$ cat src/rtl/fa_tlb_pkg.sv
`timescale 1ns/1ps
package fa_tlb_pkg;
  typedef enum logic [1:0] {
    PG_8K   = 2'd0,
    PG_64K  = 2'd1,
    PG_4M   = 2'd2,
    PG_256M = 2'd3
  } pg_size_e;

  // Width of the page offset for each size code.
  function automatic int unsigned pg_shift(pg_size_e s);
    case (s)
      PG_8K:   return 13;
      PG_64K:  return 16;
      PG_4M:   return 22;
      default: return 28;
    endcase
  endfunction
endpackage

$ cat src/rtl/fa_tlb_prio.sv
`timescale 1ns/1ps
// Lowest-set-bit finder, shared by victim search and hit selection.
module fa_tlb_prio #(
  parameter int N = 8,
  localparam int IW = (N > 1) ? $clog2(N) : 1
) (
  input  logic [N-1:0]  req_i,
  output logic          found_o,
  output logic [IW-1:0] idx_o
);
  always_comb begin
    found_o = 1'b0;
    idx_o   = '0;
    for (int i = N - 1; i >= 0; i--) begin
      if (req_i[i]) begin
        found_o = 1'b1;
        idx_o   = IW'(i);
      end
    end
  end
endmodule

$ cat src/rtl/fa_tlb_match.sv
`timescale 1ns/1ps
// Parallel tag compare across all slots, with the offset masked per page size.
module fa_tlb_match
  import fa_tlb_pkg::*;
#(
  parameter int ENTRIES = 8,
  parameter int VA_W    = 40,
  parameter int PID_W   = 3,
  parameter int CTX_W   = 13
) (
  input  logic [ENTRIES-1:0] valid_i,
  input  logic [VA_W-1:0]    tag_i  [ENTRIES],
  input  logic [PID_W-1:0]   pid_i  [ENTRIES],
  input  logic [CTX_W-1:0]   ctx_i  [ENTRIES],
  input  logic [ENTRIES-1:0] rmode_i,
  input  logic [1:0]         size_i [ENTRIES],
  input  logic [VA_W-1:0]    va_i,
  input  logic [PID_W-1:0]   pid_q_i,
  input  logic [CTX_W-1:0]   ctx_q_i,
  input  logic               rmode_q_i,
  output logic [ENTRIES-1:0] hit_o
);
  for (genvar g = 0; g < ENTRIES; g++) begin : g_slot
    logic [VA_W-1:0] keep;
    logic            tag_eq;
    logic            id_eq;
    assign keep   = ~((VA_W'(1) << pg_shift(pg_size_e'(size_i[g]))) - VA_W'(1));
    assign tag_eq = ((tag_i[g] ^ va_i) & keep) == '0;
    assign id_eq  = (pid_i[g] == pid_q_i) && (ctx_i[g] == ctx_q_i) &&
                    (rmode_i[g] == rmode_q_i);
    assign hit_o[g] = valid_i[g] && tag_eq && id_eq;
  end
endmodule

$ cat src/rtl/fa_tlb_used.sv
`timescale 1ns/1ps
// Next-state of the used bits after a lookup hit.
module fa_tlb_used #(
  parameter int N = 8,
  localparam int IW = (N > 1) ? $clog2(N) : 1
) (
  input  logic [N-1:0]  used_i,
  input  logic          hit_i,
  input  logic [IW-1:0] idx_i,
  output logic [N-1:0]  used_o
);
  logic [N-1:0] sel;
  logic [N-1:0] merged;
  logic         bump;

  always_comb begin
    sel    = N'(1) << idx_i;
    merged = used_i | sel;
    bump   = hit_i && ((used_i & sel) == '0);
    if (!bump)
      used_o = used_i;
    else if (&merged)
      used_o = sel;
    else
      used_o = merged;
  end
endmodule

$ cat src/rtl/fa_tlb.sv
`timescale 1ns/1ps
module fa_tlb
  import fa_tlb_pkg::*;
#(
  parameter int ENTRIES = 8,
  parameter int VA_W    = 40,
  parameter int PA_W    = 36,
  parameter int PID_W   = 3,
  parameter int CTX_W   = 13,
  localparam int IW     = (ENTRIES > 1) ? $clog2(ENTRIES) : 1
) (
  input  logic             clk,
  input  logic             rst_n,
  input  logic             flush_i,
  input  logic             ins_valid_i,
  output logic             ins_ready_o,
  input  logic             ins_use_idx_i,
  input  logic [IW-1:0]    ins_idx_i,
  input  logic [VA_W-1:0]  ins_va_i,
  input  logic [PID_W-1:0] ins_pid_i,
  input  logic [CTX_W-1:0] ins_ctx_i,
  input  logic             ins_rmode_i,
  input  logic [1:0]       ins_size_i,
  input  logic [PA_W-1:0]  ins_pa_i,
  input  logic             lkp_valid_i,
  output logic             lkp_ready_o,
  input  logic [VA_W-1:0]  lkp_va_i,
  input  logic [PID_W-1:0] lkp_pid_i,
  input  logic [CTX_W-1:0] lkp_ctx_i,
  input  logic             lkp_rmode_i,
  output logic             rsp_valid_o,
  input  logic             rsp_ready_i,
  output logic             rsp_hit_o,
  output logic [PA_W-1:0]  rsp_pa_o
);
  // Table state
  logic [ENTRIES-1:0] valid_q;
  logic [ENTRIES-1:0] used_q;
  logic [ENTRIES-1:0] rmode_q;
  logic [VA_W-1:0]    tag_q  [ENTRIES];
  logic [PID_W-1:0]   pid_q  [ENTRIES];
  logic [CTX_W-1:0]   ctx_q  [ENTRIES];
  logic [1:0]         size_q [ENTRIES];
  logic [PA_W-1:0]    pa_q   [ENTRIES];

  // Handshakes: invalidate blocks both streams, insert blocks lookup.
  logic ins_fire;
  logic lkp_fire;
  assign ins_ready_o = !flush_i;
  assign lkp_ready_o = !flush_i && !ins_valid_i && (!rsp_valid_o || rsp_ready_i);
  assign ins_fire    = ins_valid_i && ins_ready_o;
  assign lkp_fire    = lkp_valid_i && lkp_ready_o;

  // Victim search
  logic          vict_found;
  logic [IW-1:0] vict_idx;
  logic [IW-1:0] fill_idx;

  fa_tlb_prio #(.N(ENTRIES)) u_victim (
    .req_i   (~valid_q | ~used_q),
    .found_o (vict_found),
    .idx_o   (vict_idx)
  );

  always_comb begin
    if (ins_use_idx_i)
      fill_idx = ins_idx_i;
    else if (vict_found)
      fill_idx = vict_idx;
    else
      fill_idx = IW'(ENTRIES - 1);
  end

  // Lookup compare and hit selection
  logic [ENTRIES-1:0] hit_vec;
  logic               lkp_hit;
  logic [IW-1:0]      hit_idx;

  fa_tlb_match #(
    .ENTRIES (ENTRIES),
    .VA_W    (VA_W),
    .PID_W   (PID_W),
    .CTX_W   (CTX_W)
  ) u_match (
    .valid_i   (valid_q),
    .tag_i     (tag_q),
    .pid_i     (pid_q),
    .ctx_i     (ctx_q),
    .rmode_i   (rmode_q),
    .size_i    (size_q),
    .va_i      (lkp_va_i),
    .pid_q_i   (lkp_pid_i),
    .ctx_q_i   (lkp_ctx_i),
    .rmode_q_i (lkp_rmode_i),
    .hit_o     (hit_vec)
  );

  fa_tlb_prio #(.N(ENTRIES)) u_hitsel (
    .req_i   (hit_vec),
    .found_o (lkp_hit),
    .idx_o   (hit_idx)
  );

  // Used-bit policy
  logic [ENTRIES-1:0] used_nxt;

  fa_tlb_used #(.N(ENTRIES)) u_used (
    .used_i (used_q),
    .hit_i  (lkp_fire && lkp_hit),
    .idx_i  (hit_idx),
    .used_o (used_nxt)
  );

  // Address merge: page base from the slot, offset from the request
  logic [PA_W-1:0] off_mask;
  logic [PA_W-1:0] pa_merge;

  always_comb begin
    off_mask = (PA_W'(1) << pg_shift(pg_size_e'(size_q[hit_idx]))) - PA_W'(1);
    if (lkp_hit)
      pa_merge = (pa_q[hit_idx] & ~off_mask) | (lkp_va_i[PA_W-1:0] & off_mask);
    else
      pa_merge = '0;
  end

  // Control state
  always_ff @(posedge clk) begin
    if (!rst_n) begin
      valid_q <= '0;
      used_q  <= '0;
    end else if (flush_i) begin
      valid_q <= '0;
      used_q  <= '0;
    end else if (ins_fire) begin
      valid_q[fill_idx] <= 1'b1;
      used_q[fill_idx]  <= ins_use_idx_i;
    end else if (lkp_fire) begin
      used_q <= used_nxt;
    end
  end

  // Payload (no reset needed; guarded by valid_q)
  always_ff @(posedge clk) begin
    if (ins_fire) begin
      tag_q[fill_idx]   <= ins_va_i;
      pid_q[fill_idx]   <= ins_pid_i;
      ctx_q[fill_idx]   <= ins_ctx_i;
      rmode_q[fill_idx] <= ins_rmode_i;
      size_q[fill_idx]  <= ins_size_i;
      pa_q[fill_idx]    <= ins_pa_i;
    end
  end

  // One-deep response register
  always_ff @(posedge clk) begin
    if (!rst_n) begin
      rsp_valid_o <= 1'b0;
      rsp_hit_o   <= 1'b0;
      rsp_pa_o    <= '0;
    end else if (lkp_fire) begin
      rsp_valid_o <= 1'b1;
      rsp_hit_o   <= lkp_hit;
      rsp_pa_o    <= pa_merge;
    end else if (rsp_ready_i) begin
      rsp_valid_o <= 1'b0;
    end
  end
endmodule

$ cat config.mk
export PLATFORM = sky130hd
export DESIGN_NAME = fa_tlb
export DESIGN_NICKNAME = d
export VERILOG_FILES = /design/src/rtl/fa_tlb_pkg.sv /design/src/rtl/fa_tlb_prio.sv /design/src/rtl/fa_tlb_match.sv /design/src/rtl/fa_tlb_used.sv /design/src/rtl/fa_tlb.sv
export SDC_FILE = /design/constraint.sdc
export NUM_CORES = 1
export LEC_CHECK = 0
export BUFFER_PORTS_ARGS = -buffer_cell sky130_fd_sc_hd__clkbuf_2
export CAP_MARGIN = 20
export CORE_MARGIN = 4
export CORE_UTILIZATION = 55
export DETAILED_ROUTE_END_ITERATION = 10
export PLACE_DENSITY = 0.74
export RECOVER_POWER = 25
export SLEW_MARGIN = 25
export SYNTH_ARGS = -nofsm -noshare
export SYNTH_HDL_FRONTEND = slang
export SYNTH_HIERARCHICAL = 1
export SYNTH_SLANG_ARGS = --single-unit
$ cat constraint.sdc
create_clock -name clk -period 15.5 [get_ports clk]
set_clock_uncertainty 0.1 [all_clocks]
set_input_delay 1.55 -clock clk [delete_from_list [all_inputs] [get_ports clk]]
set_output_delay 1.55 -clock clk [all_outputs]
set_load 0.01 [all_outputs]
### Yosys cells after proc, flatten, opt, wreduce, memory -nomap -nowiden

Memory sizes are Yosys's and may differ from the RTL's.
Cells that the tools add are included.

| cells by class | value |
|---|---|
| $add $sub $neg | 9 |
| multiply operators | 0 |
| divide/modulo/power cells | 0 |
| order comparisons | 5 |
| equality and inequality tests | 42 |
| shift operators | 10 |
| muxes and demuxes | 71 |
| bitwise gates (word level) | 37 |
| reduce and logical (&&, ||, !) cells | 68 |

Operators by type and width:

| cell | count |
|---|---|
| $and A40 B40 Y40 | 8 |
| $bwmux W320 | 1 |
| $logic_not A40 Y1 | 8 |
| $not A40 Y40 | 8 |
| $shl A1 B5 Y40 const A | 8 |
| $sub A40 B2 Y40 const B | 8 |
| $xor A40 B40 Y40 | 8 |
| $pmux W5 S3 | 9 |
| $demux W40 S3 | 1 |
| $bwmux W104 | 1 |
| $eq A13 B13 Y1 | 8 |
| $and A36 B36 Y36 | 2 |
| $mux W3 | 19 |
| $logic_and A1 B1 Y1 | 40 |
| $mux W40 | 1 |
| $demux W13 S3 | 1 |
| $mux W36 | 1 |
| $not A36 Y36 | 1 |
| $or A36 B36 Y36 | 1 |
| $shl A1 B32 Y36 const A | 1 |
| $sub A36 B2 Y36 const B | 1 |
| $mux W8 | 4 |
| $bwmux W24 | 1 |
| $eq A3 B3 Y1 | 8 |
| other kinds (30) | 93 |

| storage, ports and cells | value |
|---|---|
| flip-flop bits (word level) | 526 |
| bits in latches | 0 |
| memory bits (writable) | 288 |
| memory bits (read-only) | 0 |
| bits of input ports | 162 |
| output and inout bits | 40 |
| word-level logic and storage cells | 281 |
| memories | 1 |

Memory list:

| name | words | bits a word | read ports | clocked after Yosys merged registers in | wr ports | line | RTL |
|---|---|---|---|---|---|---|---|
| pa_q | 8 | 36 | 1 | 0 | 1 | fa_tlb.sv:44 | `logic [PA_W-1:0] pa_q [ENTRIES];` |

### Logic depth before layout (Yosys ltp)

| logic depth | value |
|---|---|
| depth after elaboration | 29 |
| gate-level depth with buffers | 30 |
| depth with buffers taken out | 23 |

### Hierarchy

Netlist, hierarchy kept.

By module, submodules not included:

| module | times used | cells an instance | area each (um^2) | sequential area each (um^2) |
|---|---|---|---|---|
| fa_tlb | 1 | 1045 | 23812.8 | 20779.9 |
| fa_tlb_match | 1 | 1392 | 9894.5 | 0.0 |
| fa_tlb_used | 1 | 39 | 321.6 | 0.0 |
| fa_tlb_prio | 2 | 13 | 80.1 | 0.0 |

### Least setup slack after synthesis

OpenSTA, ideal clock, no wires.

| timing | value |
|---|---|
| path type | input -> register |
| start | in ins_use_idx_i |
| end | reg used_q[2] |
| arrival | 9275 ps |
| path slack | 6037 ps |
| cell stages on the path | 4 |
| path buffers | 1 |
| cells stage by stage | buf_2 > or3b_2 > a221oi_1 > o211a_1 |

| on the way | value |
|---|---|
| longest elaborated chain between the ends | 7 |
| elaborated cells on any way between the ends | 8 |
| classes of those cells | order compare: 2; mux: 5; reduce/logical: 1 |

Ends and longest elaborated chain:

| what | line | RTL |
|---|---|---|
| from (decl) | fa_tlb.sv:17 | `input logic ins_use_idx_i,` |
| $mux W3 | fa_tlb.sv:66 | `if (ins_use_idx_i)` |
| $lt A3 B4 Y1 (not written as such) / $ge A3 B1 Y1 (equally long branches) | fa_tlb.sv:136 | `used_q[fill_idx] <= ins_use_idx_i;` |
| $logic_and A1 B1 Y1 (not written as such) | fa_tlb.sv:136 |  |
| $mux W1 (not written as such) | fa_tlb.sv:136 |  |
| $demux W1 S3 | fa_tlb.sv:136 |  |
| $bwmux W8 (*) | fa_tlb.sv:136 |  |
| $mux W8 (*) | fa_tlb.sv:134 | `end else if (ins_fire) begin` |
| to (signal, indexed assignment) | fa_tlb.sv:136 |  |
| to (signal assigned) | fa_tlb.sv:138 | `used_q <= used_nxt;` |
| to (decl) | fa_tlb.sv:38 | `logic [ENTRIES-1:0] used_q;` |

Every way passes the cells marked *; elsewhere a longest branch is shown, timed or not.
A chain may end at the register's enable or synchronous reset.

### Worst setup path in the final report

| timing | value |
|---|---|
| start | reg size_q[0] (netlist name) |
| end | reg rsp_pa_o[33] |

| on the way | value |
|---|---|
| longest elaborated chain between the ends | 29 |
| elaborated cells on any way between the ends | 43 |
| classes of those cells | add/sub: 2; eq/ne: 4; shift: 2; mux: 22; bitwise: 7; reduce/logical: 5; memory: 1 |

Ends and longest elaborated chain:

| what | line | RTL |
|---|---|---|
| from (decl) | fa_tlb.sv:43 | `logic [1:0] size_q [ENTRIES];` |
| from (signal, indexed assignment) | fa_tlb.sv:149 | `size_q[fill_idx] <= ins_size_i;` |
| $eq A2 B2 Y1, or another cell as far along | fa_tlb_pkg.sv:12 | `case (s)` |
| $pmux W5 S3 (*) | fa_tlb_pkg.sv:12 |  |
| $shl A1 B5 Y40 (*) | fa_tlb_match.sv:27 | `assign keep = ~((VA_W'(1) << pg_shift(pg_size_e'(size_i[g]))) - VA_W'(1));` |
| $sub A40 B2 Y40 (*) | fa_tlb_match.sv:27 |  |
| $not A40 Y40 (*) | fa_tlb_match.sv:27 |  |
| $and A40 B40 Y40 (*) | fa_tlb_match.sv:28 | `assign tag_eq = ((tag_i[g] ^ va_i) & keep) == '0;` |
| $logic_not A40 Y1 (*) | fa_tlb_match.sv:28 |  |
| $logic_and A1 B1 Y1 (*) (2 in a row) | fa_tlb_match.sv:31 | `assign hit_o[g] = valid_i[g] && tag_eq && id_eq;` |
| via hit_vec[7] | fa_tlb.sv:75 | `logic [ENTRIES-1:0] hit_vec;` |
| (+8 left out) | n/a |  |
| via hit_idx[0] | fa_tlb.sv:77 | `logic [IW-1:0] hit_idx;` |
| (+4 left out) | n/a |  |
| $eq A2 B2 Y1, or another cell as far along | fa_tlb_pkg.sv:12 |  |
| $pmux W5 S3 | fa_tlb_pkg.sv:12 |  |
| $shl A1 B32 Y36 | fa_tlb.sv:119 | `off_mask = (PA_W'(1) << pg_shift(pg_size_e'(size_q[hit_idx]))) - PA_W'(1);` |
| $sub A36 B2 Y36 | fa_tlb.sv:119 |  |
| $not A36 Y36 | fa_tlb.sv:121 | `pa_merge = (pa_q[hit_idx] & ~off_mask) \| (lkp_va_i[PA_W-1:0] & off_mask);` |
| $and A36 B36 Y36 | fa_tlb.sv:121 |  |
| $or A36 B36 Y36 (*) | fa_tlb.sv:121 |  |
| $mux W36 (*) | fa_tlb.sv:120 | `if (lkp_hit)` |
| to (signal assigned) | fa_tlb.sv:163 | `rsp_pa_o <= pa_merge;` |
| to (decl) | fa_tlb.sv:34 | `output logic [PA_W-1:0] rsp_pa_o` |

The timed path passes the listed nets; every way through them passes the cells marked *. The select of a mux whose other input is x is not followed.

==> impl.org <==
** Run status
- The flow ran to the end, and the final reports show no timing, DRC or antenna violations.

** Min path
- The tightest min-delay check is of the reg2reg type.

** Clocking
- The number of clock buffers added by TritonCTS is 76.
- The H-tree was split into 3 levels.
- The tree is rooted in a sky130_fd_sc_hd__clkbuf_16.
- CTS clk-pin slew, worst paths :: 60 ps
- The longest clock path from root to sink contains 3 buffers.
- In this run the post-CTS setup repair buffer count came out at 0.
- Resize count post-CTS :: 0
- TritonCTS built the clock tree.
- Clock latency on the worst-skew pair, taken at its later pin, is 620 ps.
- Total of hold buffers inserted after clock tree synthesis :: 0
- The clock net in this run drives a total of 710 sinks.

** Route
- Remaining antenna violation count after routing :: 0
- DRC Markers :: 0
- Total number of vias :: 22490
- First drt pass iteration count :: 6
- Dividing the detail-routed wire length by the instance count gives 27.98 um.
- Post-detailed-routing wire length :: 98830 um
- Starting DRT DRC Count :: 2654
- Dividing the detail-routed via count by the number of cells gives 6.366.

** Global route
- The first global-routing pass estimated 142900 um of wire.
- The number of global-route vias before repair is 21450.
- Aggregate global-route resource usage :: 29.12%
- Remaining global-route overflow :: 0
- Entering global routing, the biggest net connects 65 pins.
- The initial antenna violation count came to 13.

** Synthesis
- Number of flops mapped to enable cells by yosys :: 656
- Share of the synthesized area in the top cell type :: 57.62%
- Most repeated cell in the gate-level netlist after synthesis :: sky130_fd_sc_hd__edfxtp_1
- Share of the yosys chip area belonging to registers :: 60.78%
- Net count after synthesis :: 2744
- Cell type with the largest total area after synthesis :: sky130_fd_sc_hd__edfxtp_1
- Async set-reset flop share out of synthesis :: 0%
- For this run, the leading register cell type out of synthesis is sky130_fd_sc_hd__edfxtp_1.
- Each instance of the synthesized netlist takes up on average 13.66 um2.
- Combined area of all synthesized cells :: 34190 um2
- By count the netlist is led by sky130_fd_sc_hd__edfxtp_1 (656), sky130_fd_sc_hd__xnor2_1 (262), sky130_fd_sc_hd__xor2_1 (228).
- For this run, the number of Yosys warnings is 6.
- After synthesis the netlist holds a flip-flop and latch count of 710.
- Number of standard cells after synthesis :: 2502
- Sorting the synthesized cells by area gives the leading types as sky130_fd_sc_hd__edfxtp_1 (58%), sky130_fd_sc_hd__xnor2_1 (6.7%), sky130_fd_sc_hd__xor2_1 (5.8%), sky130_fd_sc_hd__dfxtp_1 (3.2%), sky130_fd_sc_hd__mux4_2 (3.1%).
- Unique masters post-synth :: 89

** Finish
- Share of final-layout standard cells stronger than drive strength 1 :: 14.23%
- Layout Cells excl Fill :: 3532
- Nets@finish :: 2873
- The area growth from synthesis to layout is 11.66%.

** Power
- Internal power comes to 0.003242 W.
- Sequential cells burn 50.8% of the power.
- In this run the power density over the cells is 109.3 nW/um2.
- The clock network is responsible for 43.3% of the overall power.
- Of the total power, combinational logic draws 5.8%.
- The analysis attributes to cell leakage a power of 12.63 nW.
- Net switching is 22.32% of the power.
- Net switching component of the power :: 0.0009314 W
- Across the VDD grid, the largest voltage drop is 0.09034 mV.

** Floorplanning
- Boundary Pins :: 202
- From bottom edge to top edge, the die measures 257.3 um.
- For this configuration, the core starts out at a cell density of 55.50%.
- Overall die area :: 66210 um2
- The core region is 61600 um2.
- Placement Rows :: 91
- Die outline width :: 257.3 um

** Setup path
- Category of the most critical setup path :: reg2reg
- Element type at the critical path start :: register
- Data arrival time of the worst path :: 9450 ps
- In this run the worst path has a maximum fanout of 48.
- CP endpoint kind :: register
- Required time of the critical path :: 15920 ps

** Timing
- Fmax :: 110.8 MHz
- Final hold violation count :: 0
- Headroom to the max-slew limit came out at 28.74%.
- Period utilization :: 58.24%
- Transition time at the pin with the least slew margin :: 1069 ps
- Final min period :: 9027 ps
- Adding up every negative setup slack in the final design gives 0 ps.
- Count of final setup violators :: 0
- Unrepaired setup endpoints after global routing :: false
- Pins Over Slew Limit :: 0

** Job
- Number of max-capacitance violations reported :: 0

** Placement
- Final GP Congestion :: 0.9283
- Detailed placement ended at an HPWL of 64850 um.
- Buffers placed on the I/O ports in this run total 188.
- DP Cell Count :: 3390
## power by group through the flow
stage,Clock [W],Combinational (W),Sequential [W]
3_5_place_dp,0,0.000239,0.00216
2_1_floorplan,0,0.000131,0.00216
6_report,0.00181,0.000243,0.00212
5_1_grt,0.00192,0.000255,0.00212
3_3_place_gp,0,0.000233,0.00216
4_1_cts,0.00183,0.000240,0.00212
## layout by cell type (no fill, tap or decap), types with 17 or more instances in the layout
master                      Yosys  layout
sky130_fd_sc_hd__a21oi_1       87      85
sky130_fd_sc_hd__ha_1          80      80
sky130_fd_sc_hd__inv_1         38      34
sky130_fd_sc_hd__xor2_1       228     228
sky130_fd_sc_hd__dfxtp_1       54      54
sky130_fd_sc_hd__nand3_1       55      55
sky130_fd_sc_hd__nor3_1        24      23
sky130_fd_sc_hd__nor4_1        40      38
sky130_fd_sc_hd__edfxtp_1     656     656
sky130_fd_sc_hd__clkbuf_2       0     142
sky130_fd_sc_hd__mux2i_1       29      29
sky130_fd_sc_hd__clkbuf_1     103      65
sky130_fd_sc_hd__buf_4          4      23
sky130_fd_sc_hd__nand4_1       68      68
sky130_fd_sc_hd__nor2_1        87      85
sky130_fd_sc_hd__mux2_2        17      17
sky130_fd_sc_hd__nand2_1      128     128
sky130_fd_sc_hd__a31oi_1       20      20
sky130_fd_sc_hd__o21ai_0       77      77
sky130_fd_sc_hd__mux4_2        47      47
sky130_fd_sc_hd__clkbuf_16      0      77
sky130_fd_sc_hd__xnor2_1      262     262
## kinds of logic (layout without fill, tap and decap cells)
group                    Yosys count  in the layout  share of synthesized area [%]
AO/OA/AOI/OAI                    405            405                          8.154
XOR/XNOR                         490            490                          12.55
adder cells (fa/ha/maj)           80             80                          2.928
buffers and inverters            201            391                          2.697
flip-flops                       710            710                          60.78
multiplexers                      98             98                          4.801
other                              0              3                              0
AND/OR/NAND/NOR                  518            518                          8.088
## critical path, cell delays in order, from the launching register on
cell,delay (ps)
sky130_fd_sc_hd__edfxtp_1,500
sky130_fd_sc_hd__inv_1,180
sky130_fd_sc_hd__ha_1,570
sky130_fd_sc_hd__and3_1,270
sky130_fd_sc_hd__nand2_1,70
sky130_fd_sc_hd__ha_1,370
sky130_fd_sc_hd__o21bai_1,250
sky130_fd_sc_hd__xnor2_1,90
sky130_fd_sc_hd__o21ai_0,190
sky130_fd_sc_hd__o221ai_1,190
sky130_fd_sc_hd__nor4_1,270
sky130_fd_sc_hd__o311ai_0,210
sky130_fd_sc_hd__nor4_1,920
sky130_fd_sc_hd__a21oi_1,210
sky130_fd_sc_hd__o41ai_2,760
sky130_fd_sc_hd__buf_6,620
sky130_fd_sc_hd__mux4_2,590
sky130_fd_sc_hd__mux2i_1,670
sky130_fd_sc_hd__inv_1,240
sky130_fd_sc_hd__ha_1,360
sky130_fd_sc_hd__nor3_1,260
sky130_fd_sc_hd__o21ai_0,270
sky130_fd_sc_hd__or4_1,470
sky130_fd_sc_hd__a32o_1,270
## metal layers
metal  GRT usage (%)  up-vias  part of all wire [%]
met3           5.925      181                    10
met1           40.95    11390                    40
li1                -     9695                     -
met2           45.66     1211                    46
met4           10.34       12                   3.4
met5               0        -                 0.081
## metrics by stage
step	util (%)	cell area (um2)	power [W]	hold slack, ps	worst slack [ps]
after global placement	57.95	35690	0.002394	338.1	6038
final	61.98	38180	0.004173	354.8	6473
after global routing	61.97	38170	0.004298	369.1	5936
after CTS	62.03	38210	0.004193	355.9	6317
after detailed placement	57.99	35720	0.002400	348.5	5864
after floorplan	-	34190	0.002294	355.2	6037
## area by class of cell
cell class              count  area (um2)
multi-input cells        1591       12600
clock buffers              99        2039
flip-flops and latches    710       20780
fillers                  4611       23420
well taps                 837        1047
repair buffers            213        1095
clock inverters            40       450.4
diodes                      3       7.507
inverters                  39       156.4
## final timing paths
check                    from           end  slack, ps  depth (start not counted)
setup reg to reg    size_q[0]  rsp_pa_o[33]       6470                         23
setup / recovery    size_q[0]  rsp_pa_o[33]       6470                         23
hold reg to reg   rsp_pa_o[2]   rsp_pa_o[2]        350                          2
hold / removal    rsp_pa_o[2]   rsp_pa_o[2]        350                          2
## sequential cells by signal, summed over array words and instances, names as in the netlist
register     cells
tag_q          320
pa_q           184
ctx_q          104
rsp_pa_o        36
pid_q           24
size_q          16
rmode_q          8
used_q           8
valid_q          8
rsp_hit_o        1
rsp_valid_o      1
No activity file was read; power rests on OpenSTA's default activity.
